--- src/rtl/dma_ag_pkg.sv ---
package dma_ag_pkg;

  typedef enum logic {
    XSZ_BYTE = 1'b0,
    XSZ_WORD = 1'b1
  } xfer_size_e;

  typedef enum logic {
    CH_IDLE = 1'b0,
    CH_RUN  = 1'b1
  } ch_state_e;

endpackage

--- src/rtl/dma_ag_ctrl.sv ---
module dma_ag_ctrl
  import dma_ag_pkg::*;
(
  input  logic clk,
  input  logic rst_n,
  input  logic load_i,
  input  logic advance_i,
  input  logic cnt_zero_i,
  output logic busy_o,
  output logic issue_o,
  output logic last_o
);

  ch_state_e state_q, state_d;

  // A load takes priority over an advance in the same cycle.
  assign issue_o = advance_i && !load_i && (state_q == CH_RUN);
  assign last_o  = issue_o && cnt_zero_i;
  assign busy_o  = (state_q == CH_RUN);

  always_comb begin
    state_d = state_q;
    if (load_i) begin
      state_d = CH_RUN;
    end else if (last_o) begin
      state_d = CH_IDLE;
    end
  end

  always_ff @(posedge clk or negedge rst_n) begin
    if (!rst_n) begin
      state_q <= CH_IDLE;
    end else begin
      state_q <= state_d;
    end
  end

endmodule

--- src/rtl/dma_ag_regs.sv ---
module dma_ag_regs
  import dma_ag_pkg::*;
#(
  parameter int PAGE_W = 8,
  parameter int CNT_W  = 16
) (
  input  logic              clk,
  input  logic              rst_n,
  input  logic              load_i,
  input  logic              issue_i,
  input  logic [PAGE_W-1:0] page_i,
  input  logic [CNT_W-1:0]  addr_i,
  input  logic [CNT_W-1:0]  count_i,
  input  logic              word_mode_i,
  output logic [PAGE_W-1:0] page_o,
  output logic [CNT_W-1:0]  addr_o,
  output xfer_size_e        size_o,
  output logic              cnt_zero_o
);

  logic [PAGE_W-1:0] page_q, page_d;
  logic [CNT_W-1:0]  addr_q, addr_d;
  logic [CNT_W-1:0]  cnt_q,  cnt_d;
  xfer_size_e        size_q, size_d;
  logic              regs_en;

  localparam logic [CNT_W-1:0] ONE = CNT_W'(1);

  assign regs_en = load_i || issue_i;

  always_comb begin
    page_d = page_q;
    addr_d = addr_q;
    cnt_d  = cnt_q;
    size_d = size_q;
    if (load_i) begin
      page_d = page_i;
      addr_d = addr_i;
      cnt_d  = count_i;
      size_d = word_mode_i ? XSZ_WORD : XSZ_BYTE;
    end else if (issue_i) begin
      // Wraps inside the window; no carry into the page.
      addr_d = addr_q + ONE;
      cnt_d  = cnt_q - ONE;
    end
  end

  always_ff @(posedge clk or negedge rst_n) begin
    if (!rst_n) begin
      page_q <= '0;
      addr_q <= '0;
      cnt_q  <= '0;
      size_q <= XSZ_BYTE;
    end else if (regs_en) begin
      page_q <= page_d;
      addr_q <= addr_d;
      cnt_q  <= cnt_d;
      size_q <= size_d;
    end
  end

  assign page_o     = page_q;
  assign addr_o     = addr_q;
  assign size_o     = size_q;
  assign cnt_zero_o = (cnt_q == '0);

endmodule

--- src/rtl/dma_ag_map.sv ---
module dma_ag_map
  import dma_ag_pkg::*;
#(
  parameter int PAGE_W = 8,
  parameter int CNT_W  = 16,
  localparam int PHYS_W = PAGE_W + CNT_W
) (
  input  logic [PAGE_W-1:0] page_i,
  input  logic [CNT_W-1:0]  addr_i,
  input  xfer_size_e        size_i,
  output logic [PHYS_W-1:0] phys_o
);

  logic [PHYS_W-1:0] byte_addr;
  logic [PHYS_W-1:0] word_addr;

  // Byte granularity: page directly above the counter.
  assign byte_addr = {page_i, addr_i};

  // Word granularity: counter moved up one bit, lowest page bit dropped.
  generate
    if (PAGE_W > 1) begin : g_wide_page
      assign word_addr = {page_i[PAGE_W-1:1], addr_i, 1'b0};
    end else begin : g_narrow_page
      assign word_addr = {addr_i, 1'b0};
    end
  endgenerate

  assign phys_o = (size_i == XSZ_WORD) ? word_addr : byte_addr;

endmodule

--- src/rtl/dma_addr_gen.sv ---
module dma_addr_gen
  import dma_ag_pkg::*;
#(
  parameter int PAGE_W = 8,
  parameter int CNT_W  = 16,
  localparam int PHYS_W = PAGE_W + CNT_W
) (
  input  logic              clk,
  input  logic              rst_n,
  input  logic              load_i,
  input  logic [PAGE_W-1:0] page_i,
  input  logic [CNT_W-1:0]  addr_i,
  input  logic [CNT_W-1:0]  count_i,
  input  logic              word_mode_i,
  input  logic              advance_i,
  output logic              busy_o,
  output logic              xfer_valid_o,
  output logic [PHYS_W-1:0] phys_addr_o,
  output logic              tc_o
);

  logic              issue;
  logic              last;
  logic              cnt_zero;
  logic [PAGE_W-1:0] page_w;
  logic [CNT_W-1:0]  addr_w;
  xfer_size_e        size_w;
  logic [PHYS_W-1:0] phys_w;

  logic              valid_q, valid_d;
  logic              tc_q,    tc_d;
  logic [PHYS_W-1:0] phys_q,  phys_d;

  dma_ag_ctrl u_ctrl (
    .clk        (clk),
    .rst_n      (rst_n),
    .load_i     (load_i),
    .advance_i  (advance_i),
    .cnt_zero_i (cnt_zero),
    .busy_o     (busy_o),
    .issue_o    (issue),
    .last_o     (last)
  );

  dma_ag_regs #(
    .PAGE_W (PAGE_W),
    .CNT_W  (CNT_W)
  ) u_regs (
    .clk         (clk),
    .rst_n       (rst_n),
    .load_i      (load_i),
    .issue_i     (issue),
    .page_i      (page_i),
    .addr_i      (addr_i),
    .count_i     (count_i),
    .word_mode_i (word_mode_i),
    .page_o      (page_w),
    .addr_o      (addr_w),
    .size_o      (size_w),
    .cnt_zero_o  (cnt_zero)
  );

  dma_ag_map #(
    .PAGE_W (PAGE_W),
    .CNT_W  (CNT_W)
  ) u_map (
    .page_i (page_w),
    .addr_i (addr_w),
    .size_i (size_w),
    .phys_o (phys_w)
  );

  // Output stage: strobes follow every edge, address only on an issue.
  always_comb begin
    valid_d = issue;
    tc_d    = last;
    phys_d  = issue ? phys_w : phys_q;
  end

  always_ff @(posedge clk or negedge rst_n) begin
    if (!rst_n) begin
      valid_q <= 1'b0;
      tc_q    <= 1'b0;
    end else begin
      valid_q <= valid_d;
      tc_q    <= tc_d;
    end
  end

  always_ff @(posedge clk or negedge rst_n) begin
    if (!rst_n) begin
      phys_q <= '0;
    end else if (issue) begin
      phys_q <= phys_d;
    end
  end

  assign xfer_valid_o = valid_q;
  assign tc_o         = tc_q;
  assign phys_addr_o  = phys_q;

endmodule

--- config.mk ---
export PLATFORM = sky130hd
export DESIGN_NAME = dma_addr_gen
export DESIGN_NICKNAME = d
export VERILOG_FILES = /design/src/rtl/dma_ag_pkg.sv /design/src/rtl/dma_ag_ctrl.sv /design/src/rtl/dma_ag_regs.sv /design/src/rtl/dma_ag_map.sv /design/src/rtl/dma_addr_gen.sv
export SDC_FILE = /design/constraint.sdc
export NUM_CORES = 1
export LEC_CHECK = 0
export BUFFER_PORTS_ARGS = -buffer_cell sky130_fd_sc_hd__buf_2
export CAP_MARGIN = 20
export CORE_MARGIN = 10
export CORE_UTILIZATION = 30
export CTS_CLUSTER_DIAMETER = 200
export DETAILED_ROUTE_END_ITERATION = 8
export PLACE_DENSITY = 0.55
export SLEW_MARGIN = 20
export SYNTH_ARGS = -nofsm -noshare
export SYNTH_HDL_FRONTEND = slang
export SYNTH_SLANG_ARGS = --single-unit
--- constraint.sdc ---
create_clock -name clk -period 2.2 [get_ports clk]
set_input_delay 0 -clock clk [delete_from_list [all_inputs] [get_ports clk]]
set_output_delay 0 -clock clk [all_outputs]
set_load 0.03 [all_outputs]
After elaboration in Yosys (flattened, before gate mapping). Cells that the tools add are included.

Logic and storage cells: 28. Output and inout port bits: 27. Flip-flop bits (word level): 68. Bits of input ports: 45.

Reductions and logical operators: 10. Add/sub/neg operators: 2. Muxes and demuxes: 8.

Operator list (count): $mux 16 (4); $mux 17 (1); $add 16x1->16 const B (1); $logic_not 16->1 (1); $sub 16x1->16 const B (1); $reduce_and 2->1 (2); $reduce_bool 2->1 (2); $logic_and 1x1->1 (3); $mux 1 (3); $logic_not 1->1 (1); $logic_or 1x1->1 (1).

Longest topological paths before layout.
Depth after elaboration: 6. Gate-level depth with buffers: 6. Mapped depth without buffers: 6.

Modules after synthesis. Synthesis repeated with hierarchy kept, for this count alone.

Cells, all modules: 303. Area total of the unflattened synthesis: 3505.9 um^2.

By module, submodules not included: dma_ag_regs (seq. area each 1026.0 um^2, cells an instance 218, area an instance 2094.5 um^2, instances 1); dma_addr_gen (seq. area each 650.6 um^2, cells an instance 53, area an instance 1047.3 um^2, instances 1); dma_ag_map (seq. area each 0.0 um^2, cells an instance 26, area an instance 306.5 um^2, instances 1); dma_ag_ctrl (seq. area each 25.0 um^2, cells an instance 6, area an instance 57.6 um^2, instances 1).

Worst setup path after synthesis. No wires, ideal clock.

Path type: flip-flop to flip-flop. Start point: register u_ctrl.state_q, in the netlist u_ctrl.busy_o. End point: register u_regs.addr_q[15], in the netlist u_regs.addr_o[15]. Slack: 0.182 ns. Period minus slack after synthesis: 2.018 ns. Stages on the path, launching flop included: 6. Arrival time: 1.949 ns. Library setup time: 0.069 ns. Required time: 2.131 ns. Path buffers: 1. Path through: dfrtp_1 -> clkbuf_1 -> nand4_1 -> or4_4 -> or4_1 -> nand3_1.

Cells in the longest elaborated chain, start to end: 3. Elaborated cells on any way between the ends: 4. Classes of those cells: reduce/logical (4).

RTL lines: start: declaration (RTL line dma_ag_ctrl.sv:14) `ch_state_e state_q, state_d;`; start signal: assignment (RTL line dma_ag_ctrl.sv:34) `state_q <= state_d;`; $logic_and 1x1->1 (*) (RTL line dma_ag_ctrl.sv:17) `assign issue_o = advance_i && !load_i && (state_q == CH_RUN);`; $reduce_bool 2->1 (no line) / $logic_or 1x1->1 (equally long branches); $reduce_and 2->1 (no line) (*); end signal: assignment (RTL line dma_ag_regs.sv:56) `addr_q <= addr_d;`; end: declaration (RTL line dma_ag_regs.sv:22) `logic [CNT_W-1:0] addr_q, addr_d;`.

Mark *: on every way between the ends. The rest lies on a longest branch, timed or not. A chain may end at the register's enable or synchronous reset.

Worst setup path after layout.
Start point: register u_regs.cnt_q[2]. End point: register u_regs.cnt_q[15].

Cells in the longest elaborated chain, start to end: 3.

RTL lines: start: declaration (RTL line dma_ag_regs.sv:23) `logic [CNT_W-1:0] cnt_q, cnt_d;`; start signal: assignment (RTL line dma_ag_regs.sv:57) `cnt_q <= cnt_d;`; $sub 16x1->16 (RTL line dma_ag_regs.sv:44) `cnt_d = cnt_q - ONE;`; $mux 16 (RTL line dma_ag_regs.sv:41) `end else if (issue_i) begin`; $mux 16 (RTL line dma_ag_regs.sv:36) `if (load_i) begin`.

No other way between the ends. The select of a mux whose other input is x is not followed.

==> summary.md <==
| Metric | Value |
|---|---|
| Period utilization | `92.51%` |
| Final #Nets | `494` |
| Die H | `124.0 um` |
| FF-to-FF path depth | `5` |
| Core area | `0.01042 sq mm` |
| GRT Util Overall | `11.29%` |
| RePlAce Congestion | `0.7787` |
| Share of Yosys cell area claimed by the top area cell type | `52.41%` |
| Placed insts | `530` |
| RR Startpoint | `u_regs.cnt_q[2]$_DFFE_PN0N_` |
| Shortest period the worst path allows | `2.035 ns` |
| CTS Hold Bufs | `42` |
| Status | `complete, no violations` |
| Post-route DRC | `0` |
| R2r endpoint | `u_regs.cnt_q[15]$_DFFE_PN0N_` |
| H-tree depth | `3` |
| Syn nets | `383` |
| Mapped Area | `0.003247 sq mm` |
| IO buf count | `71` |
| CP arrival | `2.29 ns` |
| Slew Viols, Final | `0` |
| Ys async rst share | `100.0%` |
| # Post-CTS Setup Buffers | `0` |
| Clk sinks | `68` |
| Post-synth top flop | `dfrtp_1` |
| Leak | `1.992 nW` |
| Via Count | `2707` |
| First-pass GRT wire length | `13930 um` |
| Reg-to-reg slack, setup | `0.16 ns` |
| Synth Area per Inst | `9.663 sq um` |
| Initial Utilization | `31.17%` |
| Number of flops mapped to enable cells by yosys | `0` |
| DRT Wirelength | `8125 um` |
| Crit-path cells | `or4_1 -> buf_4 -> nor3_1 -> or3b_1 -> a31oi_1` |
| Diodes inserted | `0` |
| Max rail drop VDD | `0.2958 mV` |
| Post-DP HPWL | `5818 um` |
| Initial antenna violation count | `0` |
| Worst Setup End Kind | `flop` |
| Chip Width | `124.0 um` |
| Worst-path clk slew | `0.08 ns` |
| Max Cap Viol | `0` |
| Final number of setup-violating endpoints | `0` |
| Unrepaired setup endpoints after global routing | `no` |
| Final ANT Viol Nets | `0` |
| Row count | `37` |
| Unique masters post-synth | `36` |
| Power per cell area | `778.5 mW/mm^2` |
| Post-DP Area | `0.003751 sq mm` |
| DRT Pass-1 Iters | `4` |
| Largest net degree at the start of global routing | `42` |
| Top cells by area, synth | `dfrtp_1 (52%), nand2_1 (8.3%), o21ai_0 (6.5%), xnor2_1 (5.4%), mux2i_1 (5.2%)` |
| CP max FO | `10` |
| Post-route cell area | `0.004407 sq mm` |
| CTS tree | `built` |
| Yosys reg bits | `68` |
| Skew final | `0.01460 ns` |
| Relative slew slack | `72.45%` |
| Register area share after synthesis | `52.41%` |
| Io pins | `72` |
| Hold Vio Cnt, Final | `0` |
| Crit Path Class | `reg -> reg` |
| Total CTS buffers | `9` |
| Worst path slowest cell | `or4_1` |
| Post_cts resized | `0` |
| HP Class | `in -> async` |
| Worst EP required | `2.46 ns` |
| CP max stage delay | `0.51 ns` |
| Largest buffer count on any clock path | `2` |
| Vias in the first global route | `2849` |
| Vias/cell | `4.604` |
| TNS Setup | `0 ns` |
| Kind of start point of the critical path | `flop` |
| Post-Syn Instances | `336` |
| Die footprint | `0.01538 sq mm` |
| DRT iter0 DRCs | `101` |
| CTS Root Cell | `clkbuf_8` |
| Share of cells above drive strength 1 | `23.89%` |
| Maximum clock frequency | `491.3 MHz` |
| Remaining global-route overflow | `0` |
| Synth-to-Final Area Change | `35.72%` |
| Clk_lat worst skew | `0.34 ns` |
| Ys Warns | `0` |
| Post-Layout Cell Count | `588` |
| Drt wl/cell | `13.82 um` |
| Fillcell total | `1032` |
| Synth area leader | `dfrtp_1` |
| Tightest Pin Transition | `0.4095 ns` |
## power by group
part	internal [mW]	switching, mW
Clock	0.702	0.480
Combinational	0.295	0.419
Sequential	1.40	0.130
Total	2.40	1.03
## routing by layer
| layer | global-route usage [%] | vias to the layer above | wire (um) | part of all wire (%) |
|---|---|---|---|---|
| met1 | 14.69 | 1257 | 3878 | 48 |
| met5 | 0 | - | 0 | 0 |
| met3 | 2.805 | 7 | 420 | 5.2 |
| li1 | - | 1387 | - | - |
| met2 | 17.81 | 56 | 3728 | 46 |
| met4 | 4.101 | 0 | 98 | 1.2 |
## per-stage QoR
step                      setup slack [ns]  power, mW  util, %  hold slack, ns
final                               0.1647      3.431    42.31          0.1157
after global routing               0.06467      3.637    42.31          0.1322
after CTS                           0.1498      3.479    42.31          0.1140
after detailed placement            0.1606      2.229    36.01        -0.04731
after global placement              0.2305      2.213    36.01        -0.05291
after floorplan                     0.1816      1.982        -         -0.2956
## logic make-up (layout without fill, tap and decap cells)
kind of cell             after synthesis  in the layout  synth area share [%]
AO/OA/AOI/OAI                         55             55                 9.518
XOR/XNOR                              22             22                 5.935
adder cells (fa/ha/maj)                2              2                0.7706
buffers and inverters                 28            144                 3.314
flip-flops                            68             68                 52.41
multiplexers                          26             26                 8.362
AND/OR/NAND/NOR                      135            135                 19.69
## cell usage after synthesis, types with 2 or more instances
cell type / count
clkbuf_1: 17
a31oi_1: 2
nor4_1: 7
xnor2_1: 20
nand4_1: 5
or4_1: 7
nor3_1: 11
ha_1: 2
or3_1: 2
nand3_1: 8
nor2b_1: 3
xor2_1: 2
nand2_1: 72
dfrtp_1: 68
buf_1: 2
nor2_1: 12
a221o_1: 3
o31ai_1: 2
a21oi_1: 2
mux2i_1: 17
mux2_2: 9
o21ai_0: 42
inv_1: 6
a22oi_1: 2
or2_2: 2
## worst max path at each step
stage	cells after the start	slack [ns]	end	start
5_1_grt	5	0.06	u_regs.cnt_q[15]$_DFFE_PN0N_	u_regs.cnt_q[2]$_DFFE_PN0N_
3_5_place_dp	5	0.16	u_regs.cnt_q[15]$_DFFE_PN0N_	u_regs.cnt_q[4]$_DFFE_PN0N_
6_report	5	0.16	u_regs.cnt_q[15]$_DFFE_PN0N_	u_regs.cnt_q[2]$_DFFE_PN0N_
3_3_place_gp	5	0.23	u_regs.cnt_q[15]$_DFFE_PN0N_	u_regs.cnt_q[4]$_DFFE_PN0N_
2_1_floorplan	5	0.18	u_regs.addr_o[15]$_DFFE_PN0N_	u_ctrl.busy_o$_DFFE_PN0P_
4_1_cts	5	0.15	u_regs.cnt_q[15]$_DFFE_PN0N_	u_regs.cnt_q[2]$_DFFE_PN0N_
## critical path, delay by kind of cell (launching register included)
| kind | cells | cell delay, ns |
|---|---|---|
| buffers and inverters | 1 | 0.19 |
| and+or+nand+nor | 3 | 1.17 |
| DFF | 1 | 0.43 |
| AOI/OAI and AO/OA | 1 | 0.17 |
## cells in the final DEF, fill, tap and decap left out, drive strengths merged, types with 5 or more instances in the layout
cell type    netlist  routed
buf                3      79
clkbuf            18      11
dfrtp             68      68
dlygate4sd3        0      42
inv                6       6
mux2               9       9
mux2i             17      17
nand2             72      72
nand3              8       8
nand4              5       5
nor2              12      12
nor3              11      11
nor4               7       7
o21ai             42      42
or4                8       8
xnor2             20      20
## final cells by class
| type | instances | area (sq um) | share of cell area [%] |
|---|---|---|---|
| Clock buffer | 11 | 151.4 | 3.436 |
| Clock inverter | 5 | 83.83 | 1.902 |
| Inverter | 7 | 26.28 | 0.5963 |
| Multi-Input combinational cell | 240 | 1438 | 32.62 |
| Sequential cell | 68 | 1702 | 38.61 |
| Tap cell | 136 | 170.2 | 3.861 |
| Timing Repair Buffer | 121 | 835.8 | 18.97 |
## registers in the layout, summed over array words and instances (netlist names)
name,cells
xfer_valid_o,1
phys_addr_o,24
u_regs.cnt_q,16
u_regs.addr_o,16
u_regs.page_o,8
tc_o,1
u_ctrl.busy_o,1
u_regs.size_o,1
Note: power is estimated with default switching activity, not from simulation.
